**config.mk**
```make
export PLATFORM = sky130hd
export DESIGN_NAME = flash_lock_guard
export DESIGN_NICKNAME = d
export VERILOG_FILES = /design/src/rtl/flash_lock_pkg.sv /design/src/rtl/lock_bank.sv /design/src/rtl/gate_policy.sv /design/src/rtl/flash_lock_guard.sv
export SDC_FILE = /design/constraint.sdc
export NUM_CORES = 1
export LEC_CHECK = 0
export ABC_CLOCK_PERIOD_IN_PS = 5000
export BUFFER_PORTS_ARGS = -buffer_cell sky130_fd_sc_hd__clkbuf_2
export CELL_PAD_IN_SITES_DETAIL_PLACEMENT = 1
export CELL_PAD_IN_SITES_GLOBAL_PLACEMENT = 1
export CORE_MARGIN = 5
export CORE_UTILIZATION = 30
export DETAILED_ROUTE_END_ITERATION = 10
export PLACE_DENSITY = 0.62
export SLEW_MARGIN = 0
export SYNTH_ARGS = -nofsm -noshare
export SYNTH_HDL_FRONTEND = slang
export SYNTH_HIERARCHICAL = 1
export SYNTH_SLANG_ARGS = --single-unit
```
**constraint.sdc**
```tcl
create_clock -name clk -period 5 [get_ports clk]
set_input_delay 0 -clock clk [delete_from_list [all_inputs] [get_ports clk]]
set_output_delay 0 -clock clk [all_outputs]
set_load 0.02 [all_outputs]
```
**src/rtl/flash_lock_pkg.sv**
```systemverilog
package flash_lock_pkg;

    typedef enum logic [2:0] {
        OP_PROG      = 3'd0,
        OP_BUFPROG   = 3'd1,
        OP_BLKERASE  = 3'd2,
        OP_CHIPERASE = 3'd3,
        OP_OTP       = 3'd4,
        OP_LOCK      = 3'd5,
        OP_UNLOCK    = 3'd6,
        OP_LOCKDOWN  = 3'd7
    } wr_op_e;

    typedef enum logic [1:0] {
        ST_HELD  = 2'd0,
        ST_READY = 2'd1,
        ST_GRANT = 2'd2,
        ST_DENY  = 2'd3
    } gate_state_e;

    // Operations that need the programming voltage
    function automatic logic needs_vpp(wr_op_e op);
        return (op == OP_PROG) || (op == OP_BUFPROG) || (op == OP_BLKERASE) ||
               (op == OP_CHIPERASE) || (op == OP_OTP);
    endfunction

    // Operations refused on a locked target block
    function automatic logic blocked_by_lock(wr_op_e op);
        return (op == OP_PROG) || (op == OP_BUFPROG) || (op == OP_BLKERASE);
    endfunction

endpackage

```
**src/rtl/lock_bank.sv**
```systemverilog
module lock_bank
    import flash_lock_pkg::*;
#(
    parameter int NBLK = 8,
    parameter int IDXW = 3
) (
    input  logic            clk,
    input  logic            rst_n,
    input  logic            set_lock,
    input  logic            clr_lock,
    input  logic            set_ldown,
    input  logic [IDXW-1:0] wr_blk,
    input  logic [IDXW-1:0] qry_blk,
    output logic            rd_locked,
    output logic            rd_ldown,
    output logic            qry_locked,
    output logic            qry_ldown,
    output logic            any_locked
);

    logic [NBLK-1:0] lk;
    logic [NBLK-1:0] ld;

    for (genvar g = 0; g < NBLK; g++) begin : g_blk
        logic lk_r;
        logic ld_r;
        logic hit;

        assign hit = (wr_blk == IDXW'(g));

        always_ff @(posedge clk) begin
            if (!rst_n) begin
                lk_r <= 1'b1;
                ld_r <= 1'b0;
            end else if (hit) begin
                if (set_lock || set_ldown) begin
                    lk_r <= 1'b1;
                end else if (clr_lock) begin
                    lk_r <= 1'b0;
                end
                if (set_ldown) begin
                    ld_r <= 1'b1;
                end
            end
        end

        assign lk[g] = lk_r;
        assign ld[g] = ld_r;

        AST_LDOWN_PERSISTS: assert property (@(posedge clk) disable iff (!rst_n)
            ld_r |=> ld_r);

        AST_LDOWN_SET_LOCKS: assert property (@(posedge clk) disable iff (!rst_n)
            (hit && set_ldown) |=> (lk_r && ld_r));
    end

    assign rd_locked  = lk[wr_blk];
    assign rd_ldown   = ld[wr_blk];
    assign qry_locked = lk[qry_blk];
    assign qry_ldown  = ld[qry_blk];
    assign any_locked = |lk;

endmodule

```
**src/rtl/gate_policy.sv**
```systemverilog
module gate_policy
    import flash_lock_pkg::*;
(
    input  wr_op_e op,
    input  logic   rst_n,
    input  logic   wp_n,
    input  logic   vpp_low,
    input  logic   vcc_low,
    input  logic   tgt_locked,
    input  logic   tgt_ldown,
    input  logic   any_locked,
    output logic   allow
);

    logic op_ok;

    always_comb begin
        unique case (op)
            OP_PROG, OP_BUFPROG, OP_BLKERASE: op_ok = !tgt_locked;
            OP_CHIPERASE:                     op_ok = !any_locked;
            OP_OTP:                           op_ok = 1'b1;
            OP_LOCK, OP_LOCKDOWN:             op_ok = 1'b1;
            OP_UNLOCK:                        op_ok = !(tgt_ldown && !wp_n);
            default:                          op_ok = 1'b0;
        endcase
    end

    assign allow = rst_n && !vcc_low && !(vpp_low && needs_vpp(op)) && op_ok;

endmodule

```
**src/rtl/flash_lock_guard.sv**
```systemverilog
module flash_lock_guard
    import flash_lock_pkg::*;
#(
    parameter int NBLK = 8,
    localparam int IDXW = (NBLK > 1) ? $clog2(NBLK) : 1
) (
    input  logic            clk,
    input  logic            rst_n,
    input  logic            req_valid,
    input  logic [2:0]      req_op,
    input  logic [IDXW-1:0] req_blk,
    input  logic            wp_n,
    input  logic            vpp_low,
    input  logic            vcc_low,
    input  logic            err_clr,
    input  logic [IDXW-1:0] qry_blk,
    output logic            grant,
    output logic            deny,
    output logic            read_mode,
    output logic            err_flag,
    output logic            qry_locked,
    output logic            qry_lockdown
);

    wr_op_e      op;
    gate_state_e state, nxt;
    logic        allow, accept, refuse;
    logic        tgt_locked, tgt_ldown, any_locked;

    assign op     = wr_op_e'(req_op);
    assign accept = req_valid && allow;
    assign refuse = req_valid && !allow;

    lock_bank #(.NBLK(NBLK), .IDXW(IDXW)) u_bank (
        .clk        (clk),
        .rst_n      (rst_n),
        .set_lock   (accept && (op == OP_LOCK)),
        .clr_lock   (accept && (op == OP_UNLOCK)),
        .set_ldown  (accept && (op == OP_LOCKDOWN)),
        .wr_blk     (req_blk),
        .qry_blk    (qry_blk),
        .rd_locked  (tgt_locked),
        .rd_ldown   (tgt_ldown),
        .qry_locked (qry_locked),
        .qry_ldown  (qry_lockdown),
        .any_locked (any_locked)
    );

    gate_policy u_policy (
        .op         (op),
        .rst_n      (rst_n),
        .wp_n       (wp_n),
        .vpp_low    (vpp_low),
        .vcc_low    (vcc_low),
        .tgt_locked (tgt_locked),
        .tgt_ldown  (tgt_ldown),
        .any_locked (any_locked),
        .allow      (allow)
    );

    // Next-state logic
    always_comb begin
        unique case (state)
            ST_HELD, ST_READY, ST_GRANT, ST_DENY: begin
                if (req_valid)  nxt = allow ? ST_GRANT : ST_DENY;
                else if (rst_n) nxt = ST_READY;
                else            nxt = ST_HELD;
            end
            default: nxt = ST_HELD;
        endcase
    end

    // State register
    always_ff @(posedge clk) begin
        state <= nxt;
    end

    // Registered outputs
    always_ff @(posedge clk) begin
        read_mode <= rst_n;
        if (!rst_n) err_flag <= refuse;
        else        err_flag <= (err_flag && !err_clr) || refuse;
    end

    assign grant = (state == ST_GRANT);
    assign deny  = (state == ST_DENY);

    AST_DENY_STICKS: assert property (@(posedge clk) disable iff (!rst_n)
        deny |-> err_flag);

    AST_NO_REQ_NO_PULSE: assert property (@(posedge clk) disable iff (!rst_n)
        !req_valid |=> (!grant && !deny));

    AST_ERR_CLEARS: assert property (@(posedge clk) disable iff (!rst_n)
        (err_clr && !req_valid) |=> !err_flag);

    AST_VCC_REFUSE: assert property (@(posedge clk) disable iff (!rst_n)
        (req_valid && vcc_low) |=> deny);

    AST_VPP_REFUSE: assert property (@(posedge clk) disable iff (!rst_n)
        (req_valid && vpp_low && needs_vpp(op)) |=> deny);

    AST_LOCKED_REFUSE: assert property (@(posedge clk) disable iff (!rst_n)
        (req_valid && blocked_by_lock(op) && tgt_locked) |=> deny);

    AST_LDOWN_UNLOCK_REFUSE: assert property (@(posedge clk) disable iff (!rst_n)
        (req_valid && (op == OP_UNLOCK) && tgt_ldown && !wp_n) |=> deny);

    AST_CHIP_ERASE_LOCKED: assert property (@(posedge clk) disable iff (!rst_n)
        (req_valid && (op == OP_CHIPERASE) && any_locked) |=> deny);

endmodule

```
==> reports/metrics.yaml <==
final_layout:
  fin_util: 0.3700
  layout-drive-gt1-share: 0.2672
  layout.nets: 148
  antennaDiodeCount: 0
  most-common-layout-cells: "21 x clkbuf_2, 20 x dfxtp_1, 11 x inv_1"
  layout_commonest_cell: "clkbuf_2"
  finalNonFillerCells: 179
  syn_to_final_growth_pct: 17.02
yosys:
  synth_nets: 128
  yosysSeqAreaShare: 0.3383
  ys_ff_latch: 20
  syn_avg_cell_area_um2: 10.57
  syn_inst: 112
  yosysWarnings: 6
  synthArstFlopShare: 0
  netlist_area_um2: 1184
  synth_edf_count: 0
  synth_top_flop_cell: "dfxtp_1"
  synthDistinctLibCells: 32
grt:
  grt_max_degree: 25
  grt_util_all_layers: 0.1267
  grt_pass1_vias: 1004
  grt_overflow_total: 0
  antenna_found_initial: 0
  grt_pass1_wl_mm: 5.230
worst_setup_path:
  startpoint_type: "register"
  cp.required_ns: 5.18
  path_delay_family: "compound AO/OA/AOI/OAI gates"
  cpPeakStageDelay_ns: 0.50
  worst-endpoint-arrival_ns: 3.22
  timing.setup.critical_path_class: "reg -> reg"
  critical_path.max_fanout: 10
  crit_chain: "mux4_1 -> mux2_2 -> nand2b_1 -> a21oi_1 -> o32ai_1 -> nand4_1 -> nor2_1 -> o21ai_0 -> o221ai_1"
  crit_buf_inv: 0
  endpoint_kind: "register"
  cpMaxStageDelayCell: "mux4_1"
route:
  drt-pass1-iter-count: 4
  viasPerCell: 5.508
  detail_route.drc_violations: 0
  antenna_left: 0
  drt-total-wl_mm: 3.149
  drt_iter0_markers: 72
  vias: 986
  wl_per_cell_um: 17.59
power:
  leakage_uw: 0.0005931
  p_total_uw: 325.9
  powerDensity_nw_per_um2: 235.3
  peakVddDrop_uv: 186.6
clocking:
  cts_tree: "built"
  root_buffer: "clkbuf_8"
  clk_latency_ns: 0.26
  clock-sinks: 20
  cts.clk_slew.worst_paths_ns: 0.08
  postCtsSetupRepairBufs: 0
  clk_path_buf_depth: 2
  htreeDepth: 1
  cts_buffers: 3
sta:
  slew_headroom: 0.5710
  hold_slack_ns: 0.2187
  finalSetupViolations: 0
  fin_tns_setup_ns: 0
  hold_viol_final: 0
  rsz0062_at_grt: "no"
  tightest_slew_ns: 0.6368
  fmax_ghz: 0.3282
  slew_violations: 0
  min_period_over_period: 0.6094
  layout_min_cycle_time_ns: 3.047
  fin_skew_ns: 0.002984
place:
  gp_congestion: 0.8237
  dp_cells: 173
  hpwlAfterDp_mm: 2.285
  portBuffers: 21
job:
  cap_violations: 0
die:
  die_area_um2: 5301
  start_util: 0.3162
  ioPinCount: 22
  die_h_um: 72.81
  rows: 22
  die_w_um: 72.81
  core-area_um2: 3744
outcome:
  status: "finished clean"
worst_hold_path:
  hold_path_class: "in -> reg"
==> worst paths after layout <==
check / startpoint / endpoint / slack [ns] / cells past startpoint
worst max register to register: u_bank/g_blk[2].ld_r / u_bank/g_blk[7].lk_r / 1.95 / 9
worst min-delay path: rst_n / read_mode / 0.22 / 1
worst max-delay path: u_bank/g_blk[2].ld_r / u_bank/g_blk[7].lk_r / 1.95 / 9
worst min register to register: err_flag / err_flag / 0.49 / 2
==> cell type report <==
class	instances	area, um2
fill	440	2359
multi-input combinational	73	703.2
sequential	20	400.4
timing repair buffer	23	125.1
tap	48	60.06
clock buffer	4	55.05
inverter	11	41.29
==> worst register-to-register path, cell delays in order, from the launching register on <==
cell and delay, ns:
dfxtp_1 0.34, mux4_1 0.50, mux2_2 0.28, nand2b_1 0.07, a21oi_1 0.07, o32ai_1 0.37, nand4_1 0.21, nor2_1 0.48
o21ai_0 0.39, o221ai_1 0.28
==> Yosys cell counts, types with 2 or more instances <==
cell type / number / share of area
o21a_1: 7 / 0.044
dfxtp_1: 20 / 0.34
nand2b_1: 5 / 0.026
or2_0: 2 / 0.011
o21ai_0: 3 / 0.013
mux2_2: 4 / 0.038
o221ai_1: 8 / 0.059
mux4_1: 4 / 0.089
nor4b_1: 2 / 0.015
mux4_2: 4 / 0.076
nor2_1: 2 / 0.0063
nor4_1: 2 / 0.011
nor2b_1: 2 / 0.011
and4b_1: 6 / 0.051
clkbuf_1: 6 / 0.019
inv_1: 11 / 0.035
nand2_1: 4 / 0.013
nor4bb_1: 6 / 0.051
==> logic make-up (layout without fill, tap and decap cells) <==
logic type / Yosys count / after routing / synth area share
buf+inv: 19 / 38 / 0.06765
simple gates: 38 / 38 / 0.2421
compound gates: 23 / 23 / 0.1490
flops: 20 / 20 / 0.3383
mux: 12 / 12 / 0.2030
==> per-stage QoR <==
step / worst slack [ns] / instance area [um2]
finish: 1.953 / 1385
floorplan: 2.645 / 1184
detailed placement: 1.755 / 1310
global route: 1.659 / 1385
CTS: 1.924 / 1385
global placement: 2.044 / 1310
==> layer usage <==
layer | up-vias | track usage | wire length, um | share of wire
li1 | 474 | - | - | -
met1 | 485 | 0.1660 | 1569 | 0.50
met2 | 25 | 0.2044 | 1380 | 0.44
met3 | 2 | 0.03719 | 174 | 0.055
met4 | 0 | 0.03074 | 24 | 0.0076
met5 | - | 0 | 0 | 0
==> repair_timing <==
action / in CTS / in global routing
endpoints found under the hold margin: 2 / 0
hold buffers: 2 / 0
resized for setup: 0 / 0
==> power breakdown <==
group          switching (uW)  internal [uW]
sequential               1.01            162
combinational            23.8           15.8
clock                    53.6           70.0
==> sequential cells by signal, summed over array words and instances, names as in the netlist <==
register,flops
u_bank/g_blk.lk_r,8
read_mode,1
state,2
u_bank/g_blk.ld_r,8
err_flag,1
(Power assumes the default switching activity.)
